File: config.mk
export PLATFORM = sky130hd
export DESIGN_NAME = sru_top
export DESIGN_NICKNAME = d
export VERILOG_FILES = /design/src/rtl/sru_pkg.sv /design/src/rtl/sru_shifter.sv /design/src/rtl/sru_bit_probe.sv /design/src/rtl/sru_flag_gen.sv /design/src/rtl/sru_top.sv
export SDC_FILE = /design/constraint.sdc
export NUM_CORES = 1
export LEC_CHECK = 0
export CORE_AREA = 2 2 46 48
export DETAILED_ROUTE_END_ITERATION = 6
export DIE_AREA = 0 0 48 50
export PLACE_DENSITY_LB_ADDON = 0.15
export SLEW_MARGIN = 20
export SYNTH_ARGS = -nofsm -noshare
export SYNTH_HDL_FRONTEND = slang
export SYNTH_SLANG_ARGS = --single-unit
File: constraint.sdc
create_clock -name vclk -period 3.5
set_clock_uncertainty 0.2 [all_clocks]
set_input_delay 0.7 -clock vclk [all_inputs]
set_output_delay 0.7 -clock vclk [all_outputs]
set_load 0.005 [all_outputs]
File: src/rtl/sru_pkg.sv
package sru_pkg;

    localparam int BYTE_W   = 8;
    localparam int OP_W     = 4;
    localparam int IDX_W    = $clog2(BYTE_W);
    localparam int MSB      = BYTE_W - 1;

    typedef enum logic [OP_W-1:0] {
        OP_ROT_L_CIRC  = 4'd0,
        OP_ROT_R_CIRC  = 4'd1,
        OP_ROT_L_CARRY = 4'd2,
        OP_ROT_R_CARRY = 4'd3,
        OP_SHL_ZERO    = 4'd4,
        OP_SHR_SIGN    = 4'd5,
        OP_SHL_ONE     = 4'd6,
        OP_SHR_ZERO    = 4'd7,
        OP_TEST_BIT    = 4'd8
    } sru_op_e;

    typedef enum logic [1:0] {
        CLS_SHIFT,
        CLS_TEST,
        CLS_NONE
    } sru_class_e;

    // Flag byte, most significant field first.
    typedef struct packed {
        logic sign;
        logic zero;
        logic spare5;
        logic half;
        logic spare3;
        logic parity;
        logic sub;
        logic carry;
    } sru_flags_t;

    function automatic logic even_ones(input logic [BYTE_W-1:0] v);
        return ~(^v);
    endfunction

    function automatic sru_class_e classify(input logic [OP_W-1:0] code);
        if (code < OP_W'(OP_TEST_BIT))
            return CLS_SHIFT;
        else if (code == OP_W'(OP_TEST_BIT))
            return CLS_TEST;
        else
            return CLS_NONE;
    endfunction

endpackage

File: src/rtl/sru_shifter.sv
module sru_shifter
    import sru_pkg::*;
(
    input  logic [BYTE_W-1:0] operand,
    input  logic              carry_in,
    input  logic [OP_W-1:0]   code,
    output logic [BYTE_W-1:0] shifted,
    output logic              carry_out
);

    logic top_bit;
    logic low_bit;
    logic left_fill;
    logic right_fill;
    logic go_left;

    assign top_bit = operand[MSB];
    assign low_bit = operand[0];

    // Pick the direction and the bit that enters the vacated end.
    always_comb begin
        go_left    = 1'b1;
        left_fill  = 1'b0;
        right_fill = 1'b0;
        case (sru_op_e'(code))
            OP_ROT_L_CIRC:  begin go_left = 1'b1; left_fill  = top_bit;  end
            OP_ROT_R_CIRC:  begin go_left = 1'b0; right_fill = low_bit;  end
            OP_ROT_L_CARRY: begin go_left = 1'b1; left_fill  = carry_in; end
            OP_ROT_R_CARRY: begin go_left = 1'b0; right_fill = carry_in; end
            OP_SHL_ZERO:    begin go_left = 1'b1; left_fill  = 1'b0;     end
            OP_SHR_SIGN:    begin go_left = 1'b0; right_fill = top_bit;  end
            OP_SHL_ONE:     begin go_left = 1'b1; left_fill  = 1'b1;     end
            OP_SHR_ZERO:    begin go_left = 1'b0; right_fill = 1'b0;     end
            default:        begin go_left = 1'b1; left_fill  = 1'b0;     end
        endcase
    end

    always_comb begin
        if (go_left) begin
            shifted   = {operand[MSB-1:0], left_fill};
            carry_out = top_bit;
        end else begin
            shifted   = {right_fill, operand[MSB:1]};
            carry_out = low_bit;
        end
    end

endmodule

File: src/rtl/sru_bit_probe.sv
module sru_bit_probe
    import sru_pkg::*;
(
    input  logic [BYTE_W-1:0] operand,
    input  logic [IDX_W-1:0]  index,
    output logic              bit_clear
);

    logic [BYTE_W-1:0] hit;

    // One lane per bit position: lane g fires when it is selected and the bit is low.
    for (genvar g = 0; g < BYTE_W; g++) begin : g_lane
        assign hit[g] = (index == IDX_W'(g)) & ~operand[g];
    end

    assign bit_clear = |hit;

endmodule

File: src/rtl/sru_flag_gen.sv
module sru_flag_gen
    import sru_pkg::*;
(
    input  sru_class_e        kind,
    input  sru_flags_t        prev,
    input  logic [BYTE_W-1:0] shifted,
    input  logic              shift_carry,
    input  logic              bit_clear,
    output sru_flags_t        next
);

    always_comb begin
        next = prev;
        case (kind)
            CLS_SHIFT: begin
                next.sign   = shifted[MSB];
                next.zero   = (shifted == '0);
                next.half   = 1'b0;
                next.parity = even_ones(shifted);
                next.sub    = 1'b0;
                next.carry  = shift_carry;
            end
            CLS_TEST: begin
                next.sign   = bit_clear;
                next.zero   = bit_clear;
                next.half   = 1'b1;
                next.parity = bit_clear;
                next.sub    = 1'b0;
            end
            default: next = prev;
        endcase
    end

endmodule

File: src/rtl/sru_top.sv
module sru_top
    import sru_pkg::*;
(
    input  logic [7:0] data_i,
    input  logic [7:0] flags_i,
    input  logic [3:0] op_i,
    input  logic [2:0] bit_sel_i,
    output logic [7:0] data_o,
    output logic [7:0] flags_o
);

    sru_class_e        kind;
    sru_flags_t        prev_flags;
    sru_flags_t        next_flags;
    logic [BYTE_W-1:0] shifted;
    logic              shift_carry;
    logic              bit_clear;

    assign kind       = classify(op_i);
    assign prev_flags = sru_flags_t'(flags_i);

    sru_shifter u_shifter (
        .operand   (data_i),
        .carry_in  (prev_flags.carry),
        .code      (op_i),
        .shifted   (shifted),
        .carry_out (shift_carry)
    );

    sru_bit_probe u_probe (
        .operand   (data_i),
        .index     (bit_sel_i),
        .bit_clear (bit_clear)
    );

    sru_flag_gen u_flags (
        .kind        (kind),
        .prev        (prev_flags),
        .shifted     (shifted),
        .shift_carry (shift_carry),
        .bit_clear   (bit_clear),
        .next        (next_flags)
    );

    assign data_o  = (kind == CLS_SHIFT) ? shifted : data_i;
    assign flags_o = next_flags;

endmodule

==> flow_summary_export.csv, run 1 <==
group,metric,value,unit
sta,period_needed,3460,ps
power,p_per_area,151,nW/um2
final_layout,seq_area,0,um2
hold_path,whs_endpoint,"flags_o[5]",
placement,dp_worst_setup_slack,-577,ps
sta,setup_viol,0,
global_routing,gr-usage-met2,0.229,
hold_path,min_path_type,"primary input to output pin",
drt,routed_wl,1830,um
floorplanning,io_pins,39,
placement,place_area,1000,um2
final_layout,fill_cells,182,
logic_synthesis,syn_inst,77,
logic_synthesis,synth_top_cell_area_share,0.241,
final_layout,nFlopsAndLatches,0,
logic_synthesis,netlist_area,539,um2
sta,finalCritPeriodShare,0.990,
final_layout,clockBufferCount,0,
sta,holdWs,1200,ps
drt,vias,716,
run,drv_cap,0,
floorplanning,die_w,48,um
critical_path,cp-end-kind,"output pin",
drt,ant_nets,0,
global_routing,grt_pass1_vias,634,
drt,wl_per_cell,12.0,um
final_layout,area_delta_synth_final,101,%
critical_path,required,2600,ps
final_layout,nets,155,
global_routing,antenna_found_initial,0,
power,design_power_total,164,uW
drt,drtPass1Iterations,4,
placement,place_inst,149,
final_layout,fin_cells,153,
logic_synthesis,avgSynthCellArea,7.00,um2
floorplanning,start_util,0.284,
logic_synthesis,synth_nets,104,
hold_path,hold_start,"flags_i[5]",
global_routing,grt_use_met1,0.190,
drt,route.detailed.drc,0,
logic_synthesis,synth_top_cells_by_count,"mux2i_1, nor2_1, a21oi_1, nand2_1, inv_1",
final_layout,n_antenna_cell,0,
placement,io_buffers,35,
global_routing,grt-ovfl-total,0,
global_routing,grt.busiest_layer,"met2",
drt,viasPerCell,4.68,
power,vdd.ir_drop.worst,0.0702,mV
sta,maxSlewHeadroom,0.838,
critical_path,crit_arrival,2560,ps
global_routing,grt_first_pass_wirelength,2570,um
sta,fmax,289,MHz
floorplanning,dieArea,2400,um2
logic_synthesis,yosys.area.top_type,"mux2i_1",
critical_path,start_kind,"primary input",
critical_path,critPathLaunch,"op_i[2]",
sta,slew_violations,0,
logic_synthesis,synth_most_common_cell,"mux2i_1",
status,outcome,"finished clean",
global_routing,grt_use_met3,0.00733,
sta,tightest_slew,242,ps
placement,hpwl,1340,um
sta,timing.final.ws_setup,35.2,ps
critical_path,critPathKind,"primary input to output pin",
critical_path,cp_max_fo,2,
floorplanning,fp-row-count,16,
power,leakage,0.538,nW
placement,place_congestion,0.777,
sta,finalHoldViolCount,0,
logic_synthesis,ys_seq_area_frac,0,
logic_synthesis,synth_area_leaders,"mux2i_1, ha_1, a21oi_1",
final_layout,drive_above_1_share,0.294,
global_routing,grt_usage,0.136,
clock_tree,hold_buffers,0,
drt,drt-initial-drc-count,6,
logic_synthesis,ys_types,27,
global_routing,grt_max_degree,18,
sta,rsz0062_at_grt,"yes",
floorplanning,die_y,50,um
logic_synthesis,yosys_warnings,0,
hold_path,hold_depth,0,
floorplanning,design.core.area,1900,um2
final_layout,final_area,1080,um2
## cell usage in the layout (no fill, tap or decap), types with 2 or more instances in the layout
master           netlist  routed
a21oi_1                8       2
a21oi_2                0       6
and2b_4                0       2
buf_4                  4      19
clkdlybuf4s50_1        0      27
dlygate4sd2_1          0       3
dlymetal6s2s_1         0       3
ha_1                   4       3
inv_1                  7       7
mux2i_1               13      13
nand2_1                8       8
nor2_1                 9       9
o211ai_1               2       2
o21ai_0                3       3
## kinds of logic (layout without fill, tap and decap cells)
family,after synthesis,after routing,share of synthesized area
simple gates,26,27,0.248
buf+inv,14,62,0.144
xor+xnor,3,3,0.0487
compound gates,16,16,0.183
fa+ha+maj,4,4,0.0928
mux,14,14,0.283
## repair_timing
item	in CTS	in global routing
pin swaps	6	7
buffers inserted	3	0
gates resized for setup	8	19
setup endpoints to repair	2	4
cloned	0	1
## worst max path at each step
| stage | endpoint | slack [ps] | cells after the start |
|---|---|---|---|
| floorplan | flags_o[2] | 450 | 8 |
| global placement | flags_o[2] | -570 | 10 |
| detailed placement | flags_o[2] | -580 | 10 |
| CTS | flags_o[2] | 10 | 9 |
| global route | flags_o[2] | -30 | 9 |
| finish | flags_o[2] | 40 | 10 |
## power breakdown
group | switching [mW] | leakage (nW) | internal [mW]
clock network | 0 | 0 | 0
logic | 0.0643 | 0.538 | 0.0996
registers | 0 | 0 | 0
## stage by stage
stage	util	setup TNS [ps]
floorplan	-	0
global placement	0.526	-907
detailed placement	0.526	-902
CTS	0.532	0
global route	0.570	-31.1
finish	0.570	0
## per-layer routing
layer | vias to the layer above | share of wire
met5 | - | 0
met4 | 0 | 0.013
met3 | 2 | 0.064
met2 | 25 | 0.47
li1 | 368 | -
met1 | 321 | 0.45
## final cells by class
cell class                      count  area, um2  area share
Timing Repair Buffer               55        498       0.459
Inverter                            7       26.3      0.0242
Tap cell                           27       33.8      0.0311
Multi-Input combinational cell     64        527       0.486
## critical path: stages
cell and delay [ps]:
dlygate4sd2_1 250, or3b_4 400, a21oi_2 140, a21oi_1 60, or2_1 270, ha_4 280
xnor2_2 110, xnor2_1 150, o211ai_2 80, buf_2 130
No activity file was read; power rests on OpenSTA's default activity.
==> run 2: changes to the inputs <==
--- a/config.mk
+++ b/config.mk
@@ -5,11 +5,10 @@
 export SDC_FILE = /design/constraint.sdc
 export NUM_CORES = 1
 export LEC_CHECK = 0
-export CORE_AREA = 2 2 46 48
+export CORE_AREA = 2 2 42 52
 export DETAILED_ROUTE_END_ITERATION = 6
-export DIE_AREA = 0 0 48 50
+export DIE_AREA = 0 0 44 54
 export PLACE_DENSITY_LB_ADDON = 0.15
-export SLEW_MARGIN = 20
 export SYNTH_ARGS = -nofsm -noshare
 export SYNTH_HDL_FRONTEND = slang
 export SYNTH_SLANG_ARGS = --single-unit
==> run 2 against run 1 <==
  * First-iteration DRC count grew to 2.7 times the previous value
  * Hold slack hardly changed
  * Cell area is 5.0% lower
  * Cell count is 7.2% lower
  * Global-route usage is 0.84 points higher
  * Maximum frequency is 0.65% lower
  * Critical path depth stayed put
  * Largest power group unchanged
  * Highest routed layer is now met3
==> flow_summary_export.csv, run 2 (synthesis gave the netlist of run 1 again) <==
group,metric,value,unit
global_routing,grt-ovfl-total,0,
hold_path,hold_depth,0,
sta,finalHoldViolCount,0,
floorplanning,fp-row-count,18,
floorplanning,io_pins,39,
sta,setup_viol,0,
run,drv_cap,0,
final_layout,nFlopsAndLatches,0,
placement,hpwl,1400,um
sta,fmax,287,MHz
power,vdd.ir_drop.worst,0.0680,mV
final_layout,seq_area,0,um2
critical_path,cp-end-kind,"output pin",
sta,holdWs,1200,ps
placement,place_congestion,0.786,
sta,timing.final.ws_setup,12.6,ps
power,p_per_area,149,nW/um2
floorplanning,design.core.area,1940,um2
final_layout,n_antenna_cell,0,
final_layout,most-common-layout-cells,"clkdlybuf4s50_1, buf_4, mux2i_1, nor2_1, nand2_1",
global_routing,grt_usage,0.145,
final_layout,nets,151,
hold_path,whs_endpoint,"flags_o[5]",
critical_path,required,2600,ps
drt,drt-initial-drc-count,16,
drt,routed_wl,1830,um
critical_path,cp_max_fo,2,
floorplanning,die_w,44,um
drt,viasPerCell,4.99,
critical_path,critPathMaxStageDelay,380,ps
global_routing,antenna_found_initial,0,
sta,tightest_slew,272,ps
hold_path,hold_start,"flags_i[5]",
critical_path,start_kind,"primary input",
clock_tree,hold_buffers,0,
critical_path,path_common_cell,"xnor2_1",
floorplanning,die_y,54,um
critical_path,crit_arrival,2590,ps
floorplanning,dieArea,2380,um2
final_layout,fin_util,0.532,
global_routing,grt_first_pass_wirelength,2720,um
drt,ant_nets,0,
final_layout,drive_above_1_share,0.262,
critical_path,critPathKind,"primary input to output pin",
drt,route.detailed.drc,0,
global_routing,grt_max_degree,18,
sta,maxSlewHeadroom,0.818,
global_routing,grt_pass1_vias,631,
floorplanning,start_util,0.278,
sta,finalCritPeriodShare,0.996,
final_layout,area_delta_synth_final,91.2,%
placement,dp_worst_setup_slack,-605,ps
placement,io_buffers,35,
drt,drtPass1Iterations,4,
sta,slew_violations,0,
final_layout,layout_commonest_cell,"clkdlybuf4s50_1",
drt,wl_per_cell,12.9,um
critical_path,cp_cell_sequence,"clkdlybuf4s15_1 -> or3b_1 -> a21oi_2 -> a21oi_1 -> or2_1 -> ha_1 -> xnor2_1 -> xnor2_1 -> o211ai_2 -> buf_2",
final_layout,clockBufferCount,0,
power,leakage,0.521,nW
critical_path,critical-path-slowest-cell,"or3b_1",
status,outcome,"finished clean",
sta,rsz0062_at_grt,"yes",
sta,period_needed,3490,ps
drt,vias,708,
hold_path,min_path_type,"primary input to output pin",
run 2: changes by cell type in the layout (fill, tap and decap cells not counted), sizes merged:
cell           before  now
buf                21   18
clkdlybuf4s15       0    2
clkdlybuf4s50      27   25
dlygate4sd2         3    1
dlymetal6s2s        3    4
run 2: area by class of cell:
class | count | area (um2)
inverter | 7 | 26.3
multi-input combinational | 64 | 508
tap | 20 | 25.0
timing repair buffer | 51 | 472
fill | 187 | 906
run 2: what timing repair did:
item / CTS / global route
endpoints found under the setup margin: 2 / 4
gates resized for setup: 17 / 17
pin swaps: 8 / 7
gates cloned: 0 / 1
setup buffers: 3 / 0
run 2: how the worst max path moves through the flow:
stage	cells past startpoint	end	slack, ps	from
3_3_place_gp	10	flags_o[2]	-580	data_i[7]
3_5_place_dp	10	flags_o[2]	-610	data_i[7]
4_1_cts	10	flags_o[2]	6	op_i[1]
6_report	10	flags_o[2]	10	op_i[1]
5_1_grt	10	flags_o[2]	-50	op_i[1]
2_1_floorplan	8	flags_o[2]	450	op_i[1]
run 2: through the flow:
step / area [um2] / cells / total power [mW] / TNS, ps
after CTS: 976 / 141 / 0.148 / 0
after floorplan: 539 / 77 / 0.0707 / 0
after global placement: 961 / 138 / 0.146 / -918
final: 1030 / 142 / 0.153 / 0
after global routing: 1030 / 142 / 0.167 / -49.2
after detailed placement: 961 / 138 / 0.147 / -968
run 2: per-layer routing:
layer,vias up,GRT usage,wire (um)
li1,357,-,-
met1,330,0.177,751
met2,21,0.287,990
met3,0,0.0101,90
met4,0,0,0
met5,-,0,0
run 2: report_power, final:
| part | total, mW | switching [mW] | internal, mW |
|---|---|---|---|
| sequential | 0 | 0 | 0 |
| combinational | 0.153 | 0.0624 | 0.0910 |
| clock | 0 | 0 | 0 |
| total | 0.153 | 0.0624 | 0.0910 |
run 2: worst max-delay path, delay by kind of cell:
family	cells	cell delay [ps]
AO/OA/AOI/OAI	3	300
XOR/XNOR	2	350
adder cells (fa/ha/maj)	1	290
buffers and inverters	2	320
AND/OR/NAND/NOR	2	610
